[config.mk]
export PLATFORM = sky130hd
export DESIGN_NAME = irqmsg_ctrl
export DESIGN_NICKNAME = d
export VERILOG_FILES = /design/src/rtl/irqmsg_pkg.sv /design/src/rtl/irqmsg_src_map.sv /design/src/rtl/irqmsg_regs.sv /design/src/rtl/irqmsg_sender.sv /design/src/rtl/irqmsg_ctrl.sv
export SDC_FILE = /design/constraint.sdc
export NUM_CORES = 1
export LEC_CHECK = 0
export ABC_AREA = 1
export BUFFER_PORTS_ARGS = -buffer_cell sky130_fd_sc_hd__buf_2
export CAP_MARGIN = 10
export CORE_MARGIN = 5
export CORE_UTILIZATION = 55
export DETAILED_ROUTE_END_ITERATION = 10
export GPL_ROUTABILITY_DRIVEN = 0
export GPL_TIMING_DRIVEN = 0
export PLACE_DENSITY = 0.8
export SLEW_MARGIN = 40
export SYNTH_ARGS = -nofsm -noshare
export SYNTH_HDL_FRONTEND = slang
export SYNTH_SLANG_ARGS = --single-unit
[constraint.sdc]
create_clock -name clk_i -period 2.1 [get_ports clk_i]
set_clock_uncertainty 0.1 [all_clocks]
set_input_delay 0.315 -clock clk_i [delete_from_list [all_inputs] [get_ports clk_i]]
set_output_delay 0.315 -clock clk_i [all_outputs]
set_load 0.05 [all_outputs]
[src/rtl/irqmsg_pkg.sv]
`timescale 1ns/1ps
package irqmsg_pkg;
  localparam int unsigned WORD_W = 32;
  localparam int unsigned OFS_W  = 5;   // low bits of a target that carry data
  localparam int unsigned IDX_W  = 3;

  typedef enum logic [IDX_W-1:0] {
    IDX_TGT0  = 3'd0,
    IDX_TGT1  = 3'd1,
    IDX_MASK  = 3'd2,
    IDX_SEL   = 3'd3,
    IDX_PEND  = 3'd4,
    IDX_LIVE  = 3'd5,
    IDX_VIEW0 = 3'd6,
    IDX_VIEW1 = 3'd7
  } reg_idx_e;
endpackage

[src/rtl/irqmsg_src_map.sv]
`timescale 1ns/1ps
module irqmsg_src_map #(
  parameter int unsigned NUM_LINES = 11,
  parameter int unsigned NUM_DEVFN = 32
) (
  input  logic [NUM_LINES-1:0] ext_irq_i,
  input  logic [NUM_DEVFN-1:0] pci_irq_i,
  input  logic                 serial_irq_i,
  output logic [NUM_LINES-1:0] line_o
);
  localparam int unsigned PCI_LINES   = 4;
  localparam int unsigned SERIAL_LINE = NUM_LINES - 1;

  function automatic logic [NUM_DEVFN-1:0] slot_sel(input int unsigned l);
    logic [NUM_DEVFN-1:0] m;
    m = '0;
    for (int unsigned d = 0; d < NUM_DEVFN; d++) begin
      m[d] = (((d >> 3) & 3) == l);
    end
    return m;
  endfunction

  logic [PCI_LINES-1:0] pci_line;

  for (genvar l = 0; l < PCI_LINES; l++) begin : g_pci
    localparam logic [NUM_DEVFN-1:0] SLOT_M = slot_sel(l);
    assign pci_line[l] = |(pci_irq_i & SLOT_M);
  end

  always_comb begin
    line_o = ext_irq_i;
    line_o[PCI_LINES-1:0] = line_o[PCI_LINES-1:0] | pci_line;
    line_o[SERIAL_LINE] = line_o[SERIAL_LINE] | serial_irq_i;
  end
endmodule

[src/rtl/irqmsg_regs.sv]
`timescale 1ns/1ps
module irqmsg_regs
  import irqmsg_pkg::*;
#(
  parameter int unsigned NUM_LINES = 11
) (
  input  logic                 clk_i,
  input  logic                 rst_ni,
  input  logic [NUM_LINES-1:0] line_i,
  input  logic                 we_i,
  input  logic                 re_i,
  input  logic [IDX_W-1:0]     addr_i,
  input  logic [WORD_W-1:0]    wdata_i,
  output logic [WORD_W-1:0]    rdata_o,
  output logic [NUM_LINES-1:0] trig_o,
  output logic [NUM_LINES-1:0] sel_o,
  output logic [WORD_W-1:0]    tgt0_o,
  output logic [WORD_W-1:0]    tgt1_o
);
  logic [WORD_W-1:0]    tgt0_q, tgt1_q, mask_q, sel_q;
  logic [NUM_LINES-1:0] live_q, pend_q;
  logic [NUM_LINES-1:0] rise, mask_l, sel_l;
  logic                 pend_clr;

  function automatic logic [WORD_W-1:0] widen(input logic [NUM_LINES-1:0] v);
    logic [WORD_W-1:0] r;
    r = '0;
    r[NUM_LINES-1:0] = v;
    return r;
  endfunction

  assign mask_l   = mask_q[NUM_LINES-1:0];
  assign sel_l    = sel_q[NUM_LINES-1:0];
  assign rise     = line_i & ~live_q;
  assign trig_o   = rise & mask_l;
  assign sel_o    = sel_l;
  assign tgt0_o   = tgt0_q;
  assign tgt1_o   = tgt1_q;
  assign pend_clr = (we_i || re_i) && (addr_i == IDX_PEND);

  always_ff @(posedge clk_i or negedge rst_ni) begin
    if (!rst_ni) begin
      tgt0_q <= '0;
      tgt1_q <= '0;
      mask_q <= '0;
      sel_q  <= '0;
    end else if (we_i) begin
      unique case (addr_i)
        IDX_TGT0: tgt0_q <= wdata_i;
        IDX_TGT1: tgt1_q <= wdata_i;
        IDX_MASK: mask_q <= wdata_i;
        IDX_SEL:  sel_q  <= wdata_i;
        default: ;
      endcase
    end
  end

  always_ff @(posedge clk_i or negedge rst_ni) begin
    if (!rst_ni) begin
      live_q <= '0;
      pend_q <= '0;
    end else begin
      live_q <= line_i;
      pend_q <= (pend_clr ? '0 : pend_q) | rise;  // new rises survive a clear
    end
  end

  always_comb begin
    unique case (addr_i)
      IDX_TGT0:  rdata_o = tgt0_q;
      IDX_TGT1:  rdata_o = tgt1_q;
      IDX_MASK:  rdata_o = mask_q;
      IDX_SEL:   rdata_o = sel_q;
      IDX_PEND:  rdata_o = widen(pend_q);
      IDX_LIVE:  rdata_o = widen(live_q);
      IDX_VIEW0: rdata_o = widen(live_q & mask_l & ~sel_l);
      IDX_VIEW1: rdata_o = widen(live_q & mask_l & sel_l);
      default:   rdata_o = '0;
    endcase
  end

  assert_pend_capture_R2: assert property (@(posedge clk_i) disable iff (!rst_ni)
    (|rise) |=> ((pend_q & $past(rise)) == $past(rise)));

  assert_pend_clear_R3: assert property (@(posedge clk_i) disable iff (!rst_ni)
    (pend_clr && rise == '0) |=> (pend_q == '0));

  assert_live_ro_R4: assert property (@(posedge clk_i) disable iff (!rst_ni)
    (we_i && addr_i == IDX_LIVE) |=> (live_q == $past(line_i)));
endmodule

[src/rtl/irqmsg_sender.sv]
`timescale 1ns/1ps
module irqmsg_sender
  import irqmsg_pkg::*;
#(
  parameter int unsigned NUM_LINES = 11
) (
  input  logic                 clk_i,
  input  logic                 rst_ni,
  input  logic [NUM_LINES-1:0] trig_i,
  input  logic [NUM_LINES-1:0] sel_i,
  input  logic [WORD_W-1:0]    tgt0_i,
  input  logic [WORD_W-1:0]    tgt1_i,
  input  logic                 ack_i,
  output logic                 req_o,
  output logic [WORD_W-1:0]    addr_o,
  output logic [WORD_W-1:0]    data_o
);
  logic [NUM_LINES-1:0] send_q, grant;
  logic                 req_q, issue, pick_hi;
  logic [WORD_W-1:0]    addr_q, data_q, tgt;

  // lowest-numbered waiting line wins
  always_comb begin
    grant   = '0;
    pick_hi = 1'b0;
    for (int i = NUM_LINES - 1; i >= 0; i--) begin
      if (send_q[i]) begin
        grant   = '0;
        grant[i] = 1'b1;
        pick_hi = sel_i[i];
      end
    end
  end

  assign issue = (!req_q || ack_i) && (|send_q);
  assign tgt   = pick_hi ? tgt1_i : tgt0_i;

  always_ff @(posedge clk_i or negedge rst_ni) begin
    if (!rst_ni) begin
      send_q <= '0;
      req_q  <= 1'b0;
      addr_q <= '0;
      data_q <= '0;
    end else begin
      send_q <= (send_q & ~(issue ? grant : '0)) | trig_i;
      if (issue) begin
        req_q  <= 1'b1;
        addr_q <= {tgt[WORD_W-1:OFS_W], {OFS_W{1'b0}}};
        data_q <= {{(WORD_W-OFS_W){1'b0}}, tgt[OFS_W-1:0]};
      end else if (ack_i) begin
        req_q  <= 1'b0;
      end
    end
  end

  assign req_o  = req_q;
  assign addr_o = addr_q;
  assign data_o = data_q;

  assert_req_hold_R9: assert property (@(posedge clk_i) disable iff (!rst_ni)
    (req_q && !ack_i) |=> (req_q && $stable(addr_q) && $stable(data_q)));

  assert_queue_keep_R10: assert property (@(posedge clk_i) disable iff (!rst_ni)
    (req_q && !ack_i) |=> ((send_q & $past(send_q)) == $past(send_q)));

  assert_req_source_R6: assert property (@(posedge clk_i) disable iff (!rst_ni)
    $rose(req_q) |-> $past(|send_q));
endmodule

[src/rtl/irqmsg_ctrl.sv]
`timescale 1ns/1ps
module irqmsg_ctrl
  import irqmsg_pkg::*;
#(
  parameter int unsigned NUM_LINES = 11,
  parameter int unsigned NUM_DEVFN = 32
) (
  input  logic                 clk_i,
  input  logic                 rst_ni,
  input  logic [NUM_LINES-1:0] ext_irq_i,
  input  logic [NUM_DEVFN-1:0] pci_irq_i,
  input  logic                 serial_irq_i,
  input  logic                 reg_we_i,
  input  logic                 reg_re_i,
  input  logic [2:0]           reg_addr_i,
  input  logic [31:0]          reg_wdata_i,
  output logic [31:0]          reg_rdata_o,
  output logic                 msg_req_o,
  input  logic                 msg_ack_i,
  output logic [31:0]          msg_addr_o,
  output logic [31:0]          msg_data_o
);
  logic [NUM_LINES-1:0] line, trig, sel;
  logic [WORD_W-1:0]    tgt0, tgt1;

  irqmsg_src_map #(.NUM_LINES(NUM_LINES), .NUM_DEVFN(NUM_DEVFN)) u_map (
    .ext_irq_i    (ext_irq_i),
    .pci_irq_i    (pci_irq_i),
    .serial_irq_i (serial_irq_i),
    .line_o       (line)
  );

  irqmsg_regs #(.NUM_LINES(NUM_LINES)) u_regs (
    .clk_i   (clk_i),
    .rst_ni  (rst_ni),
    .line_i  (line),
    .we_i    (reg_we_i),
    .re_i    (reg_re_i),
    .addr_i  (reg_addr_i),
    .wdata_i (reg_wdata_i),
    .rdata_o (reg_rdata_o),
    .trig_o  (trig),
    .sel_o   (sel),
    .tgt0_o  (tgt0),
    .tgt1_o  (tgt1)
  );

  irqmsg_sender #(.NUM_LINES(NUM_LINES)) u_send (
    .clk_i  (clk_i),
    .rst_ni (rst_ni),
    .trig_i (trig),
    .sel_i  (sel),
    .tgt0_i (tgt0),
    .tgt1_i (tgt1),
    .ack_i  (msg_ack_i),
    .req_o  (msg_req_o),
    .addr_o (msg_addr_o),
    .data_o (msg_data_o)
  );
endmodule

==> out/metrics.yaml, run 1 <==
status:
  outcome: "finished, violations left"
  failed_checks: "negative setup slack"
clocking:
  cts-root-buf: "clkbuf_16"
  clock-sinks: 194
  cts.path.max_buffers: 2
  cts_tree: "yes"
  clock_latency_ns: 0.44
  cts.clk_slew.worst_paths_ns: 0.07
  htree_levels: 4
  cts_made_buffers: 17
floorplan:
  dieArea_mm2: 0.0194
  ioPinCount: 181
  fp-row-count: 47
  core_mm2: 0.0165
  die_h_um: 139
  start_util: 0.557
  die_width_um: 139
sta:
  relSlewSlack: 0.504
  setup_viol: 7
  rsz0062_at_grt: "true"
  hold_viol_final: 0
  fmax_mhz: 462
  worst_slew_pin_slew_ns: 0.741
  fin_crit_sh: 1.03
  slew_violations: 0
  period_minus_slack_ns: 2.16
  setup_slack_ns: -0.0634
pwr:
  p_leak_nw: 6.03
  total_power_mw: 14.9
  ir_worst_vdd_mv: 0.809
  p_per_area_mw_per_mm2: 1290
routing:
  ant_nets: 0
  wirelength_um: 27700
  post-route-drc-count: 0
  drt-initial-drc-count: 826
  avgViaCountPerCell: 5.55
  wl_per_cell_um: 17.7
  dr.pass1.iters: 6
  vias: 8674
synth:
  synth.area.top_cells: "dfrtp_1, nand2_1, o21ai_1, inv_1, o21ai_0"
  synth_flop_cell: "dfrtp_1"
  synthSimpleGateAreaFrac: 0.192
  synth_seq_cells: 194
  synth-compound-area-share: 0.154
  syn-cell-area_mm2: 0.00921
  ys_warn_count: 0
  synth_top_area_frac: 0.527
  ys_seq_area_frac: 0.527
  synth.area.mux_share: 0
  yosysTopAreaCell: "dfrtp_1"
  syn_area_per_cell_um2: 8.23
  synthXorXnorAreaFrac: 0.00951
  synth.most_common_cell: "nand2_1"
  synthAdderAreaFrac: 0
  synth_common_cells: "nand2_1, dfrtp_1, inv_1"
  synth_top_family_by_area: "simple AND/OR/NAND/NOR gates"
  synth_edf_count: 0
  ys_types: 37
  async_reset_ff_frac: 1.00
  synthCells: 1119
final_layout:
  final_util: 0.698
  final_nets: 1415
  num_antenna_cells: 0
  fillers: 1370
  syn_to_final_growth_pct: 25.3
  drive_gt1_frac: 0.237
  finalNonFillerCells: 1564
critical_path:
  path_cells: "buf_2, nand2_1, inv_2, nand2_4, xor2_1, nor3_1, o21ai_0, a22oi_2, buf_6"
  cp_max_fo: 10
  slowest_stage: "a22oi_2"
  cp.required_ns: 1.68
  critPathMaxStageDelay_ns: 0.25
  crit_type: "in2out"
  end_kind: "output port"
  crit_arrival_ns: 1.75
  startpoint_type: "input port"
placement:
  portBuffers: 146
  dp_hpwl_um: 19000
  dp.cells: 1518
grt:
  grt_pass1_vias: 8600
  antenna_found_initial: 0
  grt_max_degree: 77
  grt_pass1_wl_um: 44000
  grt_overflow: 0
  track_usage: 0.284
flow_run:
  cap_violations: 0
worst_hold_path:
  hp-class: "in2reg"
[registers in the layout, summed over array words and instances, names as in the netlist]
register,flops
u_regs.mask_q,32
u_send.send_q,11
u_regs.tgt1_o,32
u_regs.live_q,11
u_send.data_o,5
u_regs.pend_q,11
u_send.req_o,1
u_send.addr_o,27
u_regs.sel_q,32
u_regs.tgt0_o,32
[area by class of cell]
class,count,area [um^2],share of cell area
Timing Repair Buffer,162,1050,0.0908
Clock buffer,21,470,0.0408
Buffer,84,576,0.0499
Sequential cell,194,4860,0.421
Tap cell,220,275,0.0239
Multi-Input combinational cell,720,3570,0.309
Inverter,152,578,0.0501
Clock inverter,11,170,0.0147
[where the power goes]
part / switching, mW / leakage [nW] / internal, mW
Clock: 1.52 / 0.307 / 2.01
Combinational: 4.31 / 3.31 / 1.85
Sequential: 0.548 / 2.41 / 4.62
Total: 6.38 / 6.03 / 8.47
[layer usage]
layer | wire length, um | track usage
met1 | 10500 | 0.367
met2 | 14000 | 0.479
met3 | 2500 | 0.0494
met4 | 746 | 0.113
met5 | 0 | 0
[critical path, delay by kind of cell]
kind | cells | cell delay [ns]
simple gates | 3 | 0.39
xor+xnor | 1 | 0.18
compound gates | 2 | 0.37
buf+inv | 3 | 0.49
[layout by cell type, fill, tap and decap left out, drive strengths merged, types with 2 or more instances in the layout]
cell,count
o21ai,184
a211oi,5
a31oi,7
clkinv,2
clkinvlp,2
dlygate4sd3,9
inv,156
a22oi,3
nor3,21
o22ai,16
clkbuf,35
conb,32
a221oi,18
nand2,276
xnor2,3
o31ai,2
xor2,7
dfrtp,194
nor4,4
a21oi,18
bufinv,3
nor2,47
buf,223
nand3,71
[logic make-up after synthesis]
family / after synthesis
AND/OR/NAND/NOR: 421
AO/OA/AOI/OAI: 257
buffers and inverters: 236
flip-flops: 194
XOR/XNOR: 10
other: 1
[metrics by stage]
step           area (um^2)  worst slack, ns  setup TNS, ns  hold WS [ns]
2_1_floorplan         9390           -0.276          -5.53       -0.0806
3_3_place_gp         10400            -2.53        -492.71         0.338
3_5_place_dp         10500           -0.258          -5.43         0.161
4_1_cts              11400         -0.00768        -0.0101      0.000897
5_1_grt              11500           -0.124         -0.854        0.0168
6_report             11500          -0.0634         -0.181       0.00593
[timing repair]
item | 4_1_cts | 5_1_grt
gates cloned | 0 | 0
pin swaps | 1 | 1
endpoints found under the setup margin | 32 | 61
hold buffers | 9 | 0
gates resized for setup | 64 | 66
endpoints found under the hold margin | 58 | 0
buffers inserted | 3 | 2
[final timing paths]
path / startpoint / cells after the start / endpoint / slack (ns)
max reg2reg: u_send.send_q[5]$_DFF_PN0_ / 9 / u_send.addr_o[20]$_DFFE_PN0P_ / 0.11
min in group asynchronous: rst_ni / 2 / u_regs.live_q[8]$_DFF_PN0_ / 0.27
min: pci_irq_i[20] / 3 / u_regs.live_q[2]$_DFF_PN0_ / 0.006
max: reg_addr_i[0] / 9 / reg_rdata_o[3] / -0.06
max in group asynchronous: rst_ni / 3 / u_regs.sel_q[21]$_DFFE_PN0P_ / 0.92
min reg2reg: u_send.data_o[3]$_DFFE_PN0P_ / 2 / u_send.data_o[3]$_DFFE_PN0P_ / 0.38
Note: power is estimated with default switching activity, not from simulation.
==> run 2, diff against run 1 <==
--- a/config.mk
+++ b/config.mk
@@ -14,6 +14,7 @@
 export GPL_ROUTABILITY_DRIVEN = 0
 export GPL_TIMING_DRIVEN = 0
 export PLACE_DENSITY = 0.8
+export SKIP_LAST_GASP = 1
 export SLEW_MARGIN = 40
 export SYNTH_ARGS = -nofsm -noshare
 export SYNTH_HDL_FRONTEND = slang
==> out/metrics.yaml, run 2 (same netlist as run 1, synthesis figures left out) <==
final_layout:
  final_cell_mix: "nand2_1, dfrtp_1, inv_1, buf_2, o21ai_1"
  final_util: 0.700  # +0.00174
  num_antenna_cells: 0  # unchanged
  final_common_cell: "nand2_1"
  final_nets: 1415  # unchanged
  syn_to_final_growth_pct: 25.6
  finalNonFillerCells: 1564  # unchanged
  drive_gt1_frac: 0.237  # -0.000744
worst_hold_path:
  worstHoldStart: "pci_irq_i[20]"
  hp-class: "in2reg"
critical_path:
  slowest_stage: "a31oi_2"
  path_cells: "buf_2, nand2_1, inv_2, nand2_4, inv_4, buf_6, a21oi_1, a31oi_2, buf_6"
  critPathMaxStageDelay_ns: 0.25  # about the same
  crit_arrival_ns: 1.76  # about the same
  cp_top_family: "buffers and inverters"
  end_kind: "output port"
  cp_max_fo: 10  # unchanged
  path_common_cell: "buf_6"
  regToRegStartpoint: "u_send.send_q[2]$_DFF_PN0_"
  cp-startpoint: "reg_addr_i[0]"
  crit_buf_inv: 5  # +2
  cp.required_ns: 1.68  # about the same
  startpoint_type: "input port"
  crit_type: "in2out"
  rrSetupSlack_ns: 0.13  # +0.02 ns
routing:
  wirelength_um: 27900  # +0.55%
  vias: 8728  # +0.62%
  post-route-drc-count: 0  # unchanged
  avgViaCountPerCell: 5.58  # +0.62%
  drt-initial-drc-count: 773  # -6.4%
  dr.pass1.iters: 8  # +2
  ant_nets: 0  # unchanged
  wl_per_cell_um: 17.8  # +0.55%
grt:
  grt_overflow: 0  # unchanged
  grt_max_degree: 77  # unchanged
  antenna_found_initial: 0  # unchanged
  grt_pass1_wl_um: 43900  # -0.19%
  grt_pass1_vias: 8590  # -0.12%
  track_usage: 0.284  # -0.000368
floorplan:
  die_h_um: 139  # unchanged
  die_width_um: 139  # unchanged
  start_util: 0.557  # unchanged
  fp-row-count: 47  # unchanged
  core_mm2: 0.0165  # unchanged
  ioPinCount: 181  # unchanged
  dieArea_mm2: 0.0194  # unchanged
placement:
  dp.cells: 1518  # unchanged
  portBuffers: 146  # unchanged
  dp_hpwl_um: 19000  # unchanged
pwr:
  p_per_area_mw_per_mm2: 1280  # -0.32%
  ir_worst_vdd_mv: 0.810  # about the same
  p_leak_nw: 6.03  # about the same
clocking:
  clock-sinks: 194  # unchanged
  cts_made_buffers: 17  # unchanged
  cts.clk_slew.worst_paths_ns: 0.07  # about the same
  htree_levels: 4  # unchanged
  cts-root-buf: "clkbuf_16"
  cts.path.max_buffers: 2  # unchanged
  cts_tree: "yes"
  clock_latency_ns: 0.44  # about the same
sta:
  worst_slew_pin_slew_ns: 0.687  # -0.0538 ns
  fin_crit_sh: 1.03  # +0.00322
  hold_viol_final: 0  # unchanged
  setup_viol: 8  # +1
  slew_violations: 0  # unchanged
  setup_slack_ns: -0.0701  # -0.00675 ns
  rsz0062_at_grt: "true"
  relSlewSlack: 0.540  # +0.0360
  period_minus_slack_ns: 2.17  # +0.00675 ns
  fmax_mhz: 461  # -0.31%
flow_run:
  cap_violations: 0  # unchanged
status:
  failed_checks: "negative setup slack"
  outcome: "finished, violations left"
run 2: changes by cell type in the layout (fill, tap and decap cells not counted), moves of 2 or more:
| cell | before | now |
|---|---|---|
| o21ai_1 | 131 | 128 |
| o21ai_0 | 52 | 54 |
| buf_6 | 19 | 23 |
| buf_8 | 3 | 1 |
| a221oi_1 | 10 | 7 |
| inv_1 | 136 | 140 |
| a221oi_2 | 8 | 11 |
| inv_2 | 13 | 9 |
run 2: final timing paths:
path	endpoint	cells past startpoint
max in group asynchronous	u_regs.pend_q[2]$_DFF_PN0_	3
min in group asynchronous	u_regs.live_q[8]$_DFF_PN0_	2
setup reg to reg	u_send.addr_o[20]$_DFFE_PN0P_	11
setup / recovery	reg_rdata_o[7]	9
hold / removal	u_regs.live_q[2]$_DFF_PN0_	3
hold reg to reg	u_send.addr_o[29]$_DFFE_PN0P_	2
run 2: repair_timing:
| item | in CTS | in global routing |
|---|---|---|
| hold buffers | 9 | 0 |
| gates resized for setup | 52 | 80 |
| pin swaps | 1 | 5 |
| hold endpoints to repair | 58 | 0 |
| buffers inserted | 3 | 2 |
| setup endpoints to repair | 32 | 61 |
run 2: where the power goes:
part | internal [mW] | total, mW | switching (mW)
Combinational | 1.84 | 6.13 | 4.29
Sequential | 4.62 | 5.17 | 0.554
Clock | 2.01 | 3.54 | 1.53
Total | 8.46 | 14.8 | 6.38
run 2: tightest hold or removal path, stage by stage:
cell and delay, ns:
buf_2 0.07, nor4_1 0.03, nand3_1 0.08
run 2: layout make-up:
cell class	count	area, um^2
clock buffer	21	470
sequential	194	4860
clock inverter	11	170
buffer	84	566
tap	220	275
inverter	152	578
multi-input combinational	720	3590
timing repair buffer	162	1060
fill	1363	4960
run 2: through the flow:
step / hold WS (ns) / setup WS [ns] / setup TNS (ns) / area (um^2) / power, mW
5_1_grt: 0.0168 / -0.121 / -1.20 / 11600 / 15.6
4_1_cts: 0.000897 / -0.0461 / -0.203 / 11300 / 14.6
3_5_place_dp: 0.161 / -0.258 / -5.43 / 10500 / 10.9
2_1_floorplan: -0.0806 / -0.276 / -5.53 / 9390 / 9.35
3_3_place_gp: 0.338 / -2.53 / -492.71 / 10400 / 10.8
6_report: 0.00217 / -0.0701 / -0.338 / 11600 / 14.8
run 2: per-layer routing:
metal,GRT usage,vias to the layer above,share of wire
li1,-,4003,-
met1,0.364,4164,0.38
met4,0.114,0,0.027
met2,0.479,493,0.51
met3,0.0511,68,0.089
met5,0,-,0
